### config.mk
export PLATFORM = sky130hd
export DESIGN_NAME = lfr_resampler
export DESIGN_NICKNAME = d
export VERILOG_FILES = /design/src/rtl/lfr_pkg.sv /design/src/rtl/lfr_lerp.sv /design/src/rtl/lfr_argmin.sv /design/src/rtl/lfr_resampler.sv
export SDC_FILE = /design/constraint.sdc
export NUM_CORES = 2
export LEC_CHECK = 0
export ABC_AREA = 0
export BUFFER_PORTS_ARGS = -buffer_cell sky130_fd_sc_hd__buf_2
export CAP_MARGIN = 0
export CORE_MARGIN = 3
export CORE_UTILIZATION = 65
export CTS_BUF_LIST = sky130_fd_sc_hd__clkbuf_16
export CTS_CLUSTER_DIAMETER = 40
export DETAILED_ROUTE_END_ITERATION = 7
export PLACE_DENSITY = 0.83
export SLEW_MARGIN = 20
export SYNTH_ARGS = -nofsm -noshare
export SYNTH_HDL_FRONTEND = slang
export SYNTH_SLANG_ARGS = --single-unit
### constraint.sdc
create_clock -name clk -period 15.7 [get_ports clk]
set_input_delay 1.57 -clock clk [delete_from_list [all_inputs] [get_ports clk]]
set_output_delay 1.57 -clock clk [all_outputs]
set_load 0.05 [all_outputs]
### src/rtl/lfr_pkg.sv
package lfr_pkg;

   localparam int LFR_MIN_SUB = 2;

   function automatic bit lfr_is_pow2(input int v);
      return (v > 0) && ((v & (v - 1)) == 0);
   endfunction

endpackage

### src/rtl/lfr_lerp.sv
// Straight-line evaluation between two signed endpoints at step k of 2**KW,
// rounded to nearest (halves upward) by an arithmetic shift of the scaled sum.
module lfr_lerp #(
   parameter int W  = 12,
   parameter int KW = 4
) (
   input  logic [W-1:0]  a_i,
   input  logic [W-1:0]  b_i,
   input  logic [KW-1:0] k_i,
   output logic [W-1:0]  y_o
);
   localparam int XW     = W + KW + 2;
   localparam int HALF_I = 1 << (KW - 1);

   logic signed [XW-1:0] a_x;
   logic signed [XW-1:0] d_x;
   logic signed [XW-1:0] k_x;
   logic signed [XW-1:0] h_x;

   assign a_x = XW'($signed(a_i));
   assign d_x = XW'($signed(b_i)) - XW'($signed(a_i));
   assign k_x = $signed(XW'(k_i));
   assign h_x = $signed(XW'(HALF_I));

   // (a*2^KW + d*k + half) >>> KW  ==  a + floor((d*k + half) / 2^KW)
   assign y_o = W'(((a_x <<< KW) + (d_x * k_x) + h_x) >>> KW);
endmodule

### src/rtl/lfr_argmin.sv
// Finds the index of the smallest distance; ties resolve to the lower index.
module lfr_argmin #(
   parameter int SUB         = 16,
   parameter int DIST_W      = 12,
   parameter bit TREE_SEARCH = 1'b1,
   localparam int KW         = $clog2(SUB)
) (
   input  logic                         clk,
   input  logic                         rst_n,
   input  logic                         check_en,
   input  logic [SUB-1:0][DIST_W-1:0]   dist_i,
   output logic [KW-1:0]                sel_o
);
   generate
      if (TREE_SEARCH) begin : g_tree
         // heap layout: node n has children 2n and 2n+1, leaves SUB..2*SUB-1
         logic [DIST_W-1:0] hd [1:2*SUB-1];
         logic [KW-1:0]     hk [1:2*SUB-1];

         for (genvar lf = 0; lf < SUB; lf++) begin : g_leaf
            assign hd[SUB+lf] = dist_i[lf];
            assign hk[SUB+lf] = KW'(lf);
         end

         for (genvar nd = 1; nd < SUB; nd++) begin : g_node
            logic take_right;
            // left subtree holds the lower indices: keep it unless right is strictly closer
            assign take_right = hd[2*nd+1] < hd[2*nd];
            assign hd[nd] = take_right ? hd[2*nd+1] : hd[2*nd];
            assign hk[nd] = take_right ? hk[2*nd+1] : hk[2*nd];
         end

         assign sel_o = hk[1];
      end else begin : g_linear
         always_comb begin
            logic [DIST_W-1:0] best_d;
            best_d = dist_i[0];
            sel_o  = '0;
            for (int j = 1; j < SUB; j++) begin
               if (dist_i[j] < best_d) begin
                  best_d = dist_i[j];
                  sel_o  = KW'(j);
               end
            end
         end
      end
   endgenerate

   // Selection checks against every candidate
   generate
      for (genvar c = 0; c < SUB; c++) begin : g_chk
         // no candidate is closer to zero than the chosen one
         a_r3_no_closer: assert property (@(posedge clk) disable iff (!rst_n)
            check_en |-> (dist_i[c] >= dist_i[sel_o]));
         // every lower index is strictly farther, so ties go low
         a_r3_tie_low: assert property (@(posedge clk) disable iff (!rst_n)
            (check_en && (KW'(c) < sel_o)) |-> (dist_i[c] > dist_i[sel_o]));
      end
   endgenerate
endmodule

### src/rtl/lfr_resampler.sv
module lfr_resampler #(
   parameter int TRIG_W      = 12,
   parameter int DATA_W      = 12,
   parameter int POS_W       = 16,
   parameter int TAG_W       = 8,
   parameter int SUB         = 16,
   parameter bit TREE_SEARCH = 1'b1
) (
   input  logic                          clk,
   input  logic                          rst_n,
   input  logic                          in_valid,
   output logic                          in_ready,
   input  logic [TRIG_W-1:0]             in_trig_lo,
   input  logic [TRIG_W-1:0]             in_trig_hi,
   input  logic [DATA_W-1:0]             in_data_lo,
   input  logic [DATA_W-1:0]             in_data_hi,
   input  logic [POS_W-1:0]              in_pos,
   input  logic [TAG_W-1:0]              in_tag,
   output logic                          out_valid,
   input  logic                          out_ready,
   output logic [POS_W+$clog2(SUB)-1:0]  out_pos,
   output logic [DATA_W-1:0]             out_data,
   output logic [TAG_W-1:0]              out_tag
);
   import lfr_pkg::*;

   localparam int KW = $clog2(SUB);

   // Elaboration-time parameter checks
   generate
      if (!lfr_is_pow2(SUB) || SUB < LFR_MIN_SUB) begin : g_bad_sub
         $error("lfr_resampler: SUB must be a power of two of at least 2");
      end
      if (TRIG_W < 2 || DATA_W < 2) begin : g_bad_width
         $error("lfr_resampler: sample widths must be at least 2");
      end
      if (POS_W < 1 || TAG_W < 1) begin : g_bad_side
         $error("lfr_resampler: position and tag widths must be at least 1");
      end
   endgenerate

   // Pipeline control: the whole pipe advances when the output slot frees up
   logic adv;
   logic v1, v2, v3;

   assign adv       = !out_valid || out_ready;
   assign in_ready  = adv;

   always_ff @(posedge clk or negedge rst_n) begin
      if (!rst_n) begin
         v1        <= 1'b0;
         v2        <= 1'b0;
         v3        <= 1'b0;
         out_valid <= 1'b0;
      end else if (adv) begin
         v1        <= in_valid;
         v2        <= v1;
         v3        <= v2;
         out_valid <= v3;
      end
   end

   // Stage 1: capture the bracket
   logic [TRIG_W-1:0] t_lo1, t_hi1;
   logic [DATA_W-1:0] d_lo1, d_hi1;
   logic [POS_W-1:0]  pos1;
   logic [TAG_W-1:0]  tag1;

   always_ff @(posedge clk) begin
      if (adv) begin
         t_lo1 <= in_trig_lo;
         t_hi1 <= in_trig_hi;
         d_lo1 <= in_data_lo;
         d_hi1 <= in_data_hi;
         pos1  <= in_pos;
         tag1  <= in_tag;
      end
   end

   // Stage 2: all trigger candidates and their magnitudes
   logic [SUB-1:0][TRIG_W-1:0] cand;
   logic [SUB-1:0][TRIG_W-1:0] mag;

   generate
      for (genvar k = 0; k < SUB; k++) begin : g_cand
         lfr_lerp #(.W(TRIG_W), .KW(KW)) u_trig_lerp (
            .a_i (t_lo1),
            .b_i (t_hi1),
            .k_i (KW'(k)),
            .y_o (cand[k])
         );
         // two's complement magnitude; the most negative value maps to 2**(W-1)
         assign mag[k] = cand[k][TRIG_W-1] ? (~cand[k] + 1'b1) : cand[k];
      end
   endgenerate

   logic [SUB-1:0][TRIG_W-1:0] mag2;
   logic [DATA_W-1:0]          d_lo2, d_hi2;
   logic [POS_W-1:0]           pos2;
   logic [TAG_W-1:0]           tag2;

   always_ff @(posedge clk) begin
      if (adv) begin
         mag2  <= mag;
         d_lo2 <= d_lo1;
         d_hi2 <= d_hi1;
         pos2  <= pos1;
         tag2  <= tag1;
      end
   end

   // Stage 3: nearest-to-zero search
   logic [KW-1:0] k_sel;

   lfr_argmin #(.SUB(SUB), .DIST_W(TRIG_W), .TREE_SEARCH(TREE_SEARCH)) u_search (
      .clk      (clk),
      .rst_n    (rst_n),
      .check_en (v2),
      .dist_i   (mag2),
      .sel_o    (k_sel)
   );

   logic [KW-1:0]     k3;
   logic [DATA_W-1:0] d_lo3, d_hi3;
   logic [POS_W-1:0]  pos3;
   logic [TAG_W-1:0]  tag3;

   always_ff @(posedge clk) begin
      if (adv) begin
         k3    <= k_sel;
         d_lo3 <= d_lo2;
         d_hi3 <= d_hi2;
         pos3  <= pos2;
         tag3  <= tag2;
      end
   end

   // Stage 4: data channel read out at the chosen step
   logic [DATA_W-1:0] d_at_k;

   lfr_lerp #(.W(DATA_W), .KW(KW)) u_data_lerp (
      .a_i (d_lo3),
      .b_i (d_hi3),
      .k_i (k3),
      .y_o (d_at_k)
   );

   always_ff @(posedge clk) begin
      if (adv) begin
         out_data <= d_at_k;
         out_pos  <= {pos3, k3};
         out_tag  <= tag3;
      end
   end

   // Bounds of the data pair, used only by the range check below
   logic [DATA_W-1:0] d_min3, d_max3;
   always_comb begin
      if ($signed(d_lo3) <= $signed(d_hi3)) begin
         d_min3 = d_lo3;
         d_max3 = d_hi3;
      end else begin
         d_min3 = d_hi3;
         d_max3 = d_lo3;
      end
   end

   // the read-out value stays within the span of its two endpoints
   a_r4_in_span: assert property (@(posedge clk) disable iff (!rst_n)
      (adv && v3) |=> (($signed(out_data) >= $signed($past(d_min3))) &&
                       ($signed(out_data) <= $signed($past(d_max3)))));

   // a stalled result holds still
   a_r9_hold: assert property (@(posedge clk) disable iff (!rst_n)
      (out_valid && !out_ready) |=> (out_valid && $stable(out_pos) &&
                                     $stable(out_data) && $stable(out_tag)));

   // a result only appears when one was in the last stage
   a_r6_no_spurious: assert property (@(posedge clk) disable iff (!rst_n)
      $rose(out_valid) |-> $past(v3));
endmodule

Word level (Yosys, flattened, before mapping)
Index checks and enable logic that the tools add are counted.
{"block": "classes", "addsub": 51, "mul": 12, "n_div": 0, "n_lt_le_gt_ge": 15, "n_eq_ne": 0, "shift": 0, "muxes": 45, "bitwise_logic": 16, "n_reduce_logical": 2}
{"cell": "adder 16 x 5 -> 16 bit (second input constant)", "count": 17}
{"cell": "adder 16 bit", "count": 13}
{"cell": "adder 12 x 1 -> 12 bit (second input constant)", "count": 16}
{"cell": "NOT 12 bit", "count": 16}
{"cell": "< comparator 12 bit", "count": 15}
{"cell": "two-way mux 11 bit", "count": 16}
{"cell": "two-way mux 12 bit", "count": 14}
{"cell": "multiplier 13 x 5 -> 16 bit (second input constant)", "count": 4}
{"cell": "multiplier 13 x 4 -> 16 bit (second input constant)", "count": 2}
{"cell": "multiplier 13 x 4 -> 15 bit (second input constant)", "count": 2}
{"cell": "subtractor 12 x 12 -> 13 bit", "count": 2}
{"cell": "adder 16 x 13 -> 16 bit", "count": 1}
{"cell": "adder 16 x 14 -> 16 bit", "count": 1}
{"cell": "adder 16 x 15 -> 16 bit", "count": 1}
{"cell": "multiplier 13 x 3 -> 16 bit (second input constant)", "count": 1}
{"cell": "multiplier 13 x 5 -> 16 bit", "count": 1}
{"cell": "multiplier 13 x 3 -> 15 bit (second input constant)", "count": 1}
{"cell": "multiplier 13 x 3 -> 14 bit (second input constant)", "count": 1}
{"cell": "two-way mux 1 bit", "count": 8}
{"cell": "two-way mux 2 bit", "count": 4}
{"cell": "two-way mux 3 bit", "count": 2}
{"cell": "two-way mux 4 bit", "count": 1}
{"cell": "logical NOT 1 bit", "count": 1}
{"cell": "logical OR 1 bit", "count": 1}
{"block": "word_totals", "regBits": 408, "latch_bits": 0, "mem_bits_rw": 0, "mem_bits_ro": 0, "input_bits": 76, "out_inout_bits": 42, "wordCells": 195, "mem_count": 0}

Logic depth before layout (Yosys ltp)
{"block": "depth", "depth_word": 8, "mapped_depth": 50, "ltp_nobuf": 45}

Hierarchy
A second synthesis with hierarchy kept.
{"block": "unflattened", "cells_unflattened": 7346, "hier_area_um2": 66959.2}
{"mod": "lfr_lerp at g_cand[0].u_trig_lerp ...", "instances": 9, "cells_per_inst": 335, "area_per_inst_um2": 2706.3, "seq_area_each_um2": 0.0}
{"mod": "lfr_resampler", "instances": 1, "cells_per_inst": 936, "area_per_inst_um2": 15881.5, "seq_area_each_um2": 12231.7}
{"mod": "lfr_lerp at g_cand[4].u_trig_lerp ...", "instances": 6, "cells_per_inst": 317, "area_per_inst_um2": 2556.2, "seq_area_each_um2": 0.0}
{"mod": "lfr_argmin", "instances": 1, "cells_per_inst": 871, "area_per_inst_um2": 6348.6, "seq_area_each_um2": 0.0}
{"mod": "lfr_lerp at u_data_lerp", "instances": 1, "cells_per_inst": 317, "area_per_inst_um2": 2546.2, "seq_area_each_um2": 0.0}
{"mod": "lfr_lerp at g_cand[3].u_trig_lerp", "instances": 1, "cells_per_inst": 305, "area_per_inst_um2": 2488.6, "seq_area_each_um2": 0.0}

Least setup slack after synthesis
No wires, ideal clock.
{"block": "synth_timing", "kind": "in2out", "start": "input port out_ready", "end": "output port in_ready", "t_arrival_ps": 11642, "required_ps": 14130, "slack_ps": 2488, "path_stages": 1, "path_buffers": 0, "path_cell_list": "nand2b_1"}
{"block": "synth_via", "elab_chain_cells": 1}
{"item": "start, declared", "line": "lfr_resampler.sv:20", "source": "input logic out_ready,"}
{"item": "logical OR 1 bit", "line": "lfr_resampler.sv:46", "source": "assign adv = !out_valid || out_ready;"}
{"item": "end, declared", "line": "lfr_resampler.sv:12", "source": "output logic in_ready,"}
No other way between the ends.

Worst setup path in the final report
{"block": "layout_timing", "start": "register mag2[38] (netlist bit)", "end": "register k3[1] (data pin)"}
{"block": "layout_via", "elab_chain_cells": 8, "elab_cells_between_ends": 10, "classes_between": "4 x order compare; 6 x mux"}
{"item": "start, declared", "line": "lfr_resampler.sv:97", "source": "logic [SUB-1:0][TRIG_W-1:0] mag2;"}
{"item": "start signal, assigned", "line": "lfr_resampler.sv:104", "source": "mag2 <= mag;"}
{"item": "< comparator 12 bit", "line": "lfr_argmin.sv:28", "source": "assign take_right = hd[2*nd+1] < hd[2*nd];"}
{"item": "two-way mux 12 bit *", "line": "lfr_argmin.sv:29", "source": "assign hd[nd] = take_right ? hd[2*nd+1] : hd[2*nd];"}
{"item": "< comparator 12 bit", "line": "lfr_argmin.sv:28"}
{"item": "two-way mux 12 bit", "line": "lfr_argmin.sv:29"}
{"item": "< comparator 12 bit", "line": "lfr_argmin.sv:28"}
{"item": "two-way mux 12 bit", "line": "lfr_argmin.sv:29"}
{"item": "< comparator 12 bit", "line": "lfr_argmin.sv:28"}
{"item": "two-way mux 4 bit *", "line": "lfr_argmin.sv:30", "source": "assign hk[nd] = take_right ? hk[2*nd+1] : hk[2*nd];"}
{"item": "named net k_sel[1]", "line": "lfr_resampler.sv:113", "source": "logic [KW-1:0] k_sel;"}
{"item": "end signal, assigned", "line": "lfr_resampler.sv:130", "source": "k3 <= k_sel;"}
{"item": "end, declared", "line": "lfr_resampler.sv:123", "source": "logic [KW-1:0] k3;"}
Mark *: on every way through the listed nets, which the timed path passes. The rest lies on a longest branch.
A chain may end at the register's enable or synchronous reset.

==> impl_metrics.tcl <==
set metrics [dict create \
    status "finished, final reports clean" \
    overflow 0 \
    drt_iter0_drc 2319 \
    syn_area_mm2 0.0365 \
    synthCells 3602 \
    core_region_area_mm2 0.0553 \
    ant_nets 0 \
    ctsHoldBuffers 0 \
    arrival_ps 9730 \
    wl_per_cell_um 20.3 \
    setup-tns-final_ps 0 \
    max_freq_mhz 107 \
    tritoncts "done" \
    track_usage_pct 31.4 \
    cts_root_buf "clkbuf_16" \
    slew_violations 0 \
    post_cts_buffers 0 \
    antenna_found_initial 0 \
    slowest_stage "a211o_1" \
    rows 86 \
    syn_avg_cell_area_um2 10.1 \
    worstMarginPinSlew_ps 1090 \
    crit_path_frequent_cell "a21oi_1" \
    cpPeakStageDelay_ps 620 \
    drc_errors 0 \
    cts_resized 0 \
    clkSinkCount 408 \
    setup_violations 0 \
    crit_required_ps 16080 \
    cp_num_buf_inv 2 \
    drive_above_1_share_pct 7.71 \
    htreeDepth 2 \
    ys.flop_type "edfxtp_1" \
    vias_per_cell 5.92 \
    async_flop_share_pct 0.980 \
    n_fill_cell 3949 \
    cts_made_buffers 56 \
    dieWidth_um 243 \
    fin_crit_sh_pct 59.6 \
    hold_path_class "flip-flop to flip-flop" \
    pin_count 118 \
    hold_viol 0 \
    layout.nets 4499 \
    fin_hold_ws_ps 405 \
    die_y_um 243 \
    cp_max_fo 24 \
    worst_clock_skew_ps 23.9 \
    maxCapViolations 0 \
    vias 27005 \
    clock_path_buffers 3 \
    yosysUniqueCellTypes 81 \
    synth_edf_count 404 \
    post-dp-hpwl_mm 72.9 \
    yosys_warnings 0 \
    grt_pass1_vias 26437 \
    syn_to_final_growth_pct 9.69 \
    clock_latency_ps 640 \
    syn_nets 4336 \
    place_congestion 0.998 \
    fin_util_pct 72.4 \
    clk_pin_slew_ps 60 \
    cpLargestDelayFamily "compound AO/OA/AOI/OAI gates" \
    die_area_mm2 0.0590 \
    relSlewSlack_pct 27.1 \
    ys_seq_area_share_pct 33.5 \
    end_kind "flip-flop" \
    finalCriticalPeriod_ps 9350 \
    grt_max_degree 83 \
    drt_wl_total_mm 92.6 \
    grt_pass1_wl_mm 144 \
    dr.pass1.iters 6 \
    cp-start-kind "flip-flop" \
    rsz0062_at_grt "false" \
    ys_seq_elements 408 \
    initial_core_util_pct 66.0 \
    critical_path_class "flip-flop to flip-flop" \
    port_buffers 117 \
]
kinds of logic after synthesis:
kind of cell	Yosys count	synth area share, %
simple gates	776	10.3
compound gates	677	11.5
fa+ha+maj	658	26.2
buf+inv	593	6.13
flops	408	33.5
xor+xnor	374	9.11
mux	116	3.25
worst register-to-register path: cells and delay by family (launching register included):
kind                       cells  cell delay [ps]
buffers and inverters          2              160
muxes                          2              610
DFF                            1              400
adders and majority gates      4             1170
and+or+nand+nor               11             2040
AOI/OAI and AO/OA             24             4730
through the flow:
| step | instances | worst slack, ps | area, um^2 |
|---|---|---|---|
| floorplan | 3602 | 2490 | 36500 |
| global placement | 4455 | 6860 | 38100 |
| detailed placement | 4455 | 6620 | 38100 |
| CTS | 4559 | 6510 | 40000 |
| global route | 4559 | 5460 | 40000 |
| finish | 4561 | 6350 | 40000 |
flip-flops by register name (all words and copies together), names as in the netlist:
register / count
d_hi3: 12
d_lo3: 12
tag3: 8
t_hi1: 12
pos2: 16
out_valid: 1
t_lo1: 12
d_hi2: 12
out_tag: 8
v3: 1
d_hi1: 12
tag1: 8
v2: 1
d_lo1: 12
v1: 1
pos3: 16
d_lo2: 12
out_pos: 20
out_data: 12
k3: 4
pos1: 16
mag2: 192
tag2: 8
placed cells by master (no fill, tap or decap), drive strengths merged, types with 13 or more instances in the layout:
master / count
buf: 151
fa: 176
or3: 27
and2: 45
nand2: 195
mux2: 21
xor2: 123
a211oi: 16
o21bai: 40
clkbuf: 56
nor3: 58
o21a: 28
o31ai: 16
a31oi: 17
o21ai: 152
nor2b: 40
edfxtp: 404
nand2b: 57
clkinv: 18
a21o: 77
nor4: 19
nand4: 17
a21oi: 244
a21boi: 13
ha: 482
nor2: 224
xnor2: 248
mux2i: 95
nand3: 40
inv: 567
o211ai: 14
routing by layer:
| metal | share of wire, % | vias up | GRT usage [%] |
|---|---|---|---|
| met5 | 0 | - | 0 |
| met4 | 5.2 | 0 | 14.6 |
| met3 | 8.9 | 254 | 6.12 |
| met2 | 45 | 1101 | 49.9 |
| met1 | 41 | 12869 | 41.9 |
| li1 | - | 12781 | - |
cells in the mapped netlist (all sizes together) (45+ instances only):
cell type  instances  share of area [%]
a21o              77                1.6
a21oi            244                3.4
and2              45               0.77
edfxtp           404                 33
fa               176                9.7
ha               482                 17
inv              547                5.6
mux2i             95                2.6
nand2            195                2.0
nand2b            57               0.98
nor2             224                2.3
nor3              58               0.80
o21ai            152                2.1
xnor2            248                6.0
xor2             123                3.0
path summary, 6_finish.rpt:
check / startpoint / endpoint / slack (ps) / cells past startpoint
worst min-delay path: d_hi2[2] / d_hi3[2] / 400 / 0
worst min register to register: d_hi2[2] / d_hi3[2] / 400 / 0
max in group asynchronous: rst_n / out_valid / 14830 / 1
worst max register to register: mag2[38] / k3[1] / 6350 / 43
min in group asynchronous: rst_n / v2 / 740 / 1
worst max-delay path: mag2[38] / k3[1] / 6350 / 43
area by class of cell:
class	count	area, um^2	area share, %
Antenna cell	2	5.00	0.0125
Multi-Input combinational cell	2601	22000	55.1
Timing Repair Buffer	151	841	2.10
Sequential cell	408	12200	30.6
Inverter	547	2050	5.13
Clock buffer	56	1400	3.50
Tap cell	748	936	2.34
Clock inverter	48	520	1.30
Power is not shown: default switching activity piles up to over one toggle a cycle in this logic, so the estimate is an artifact.
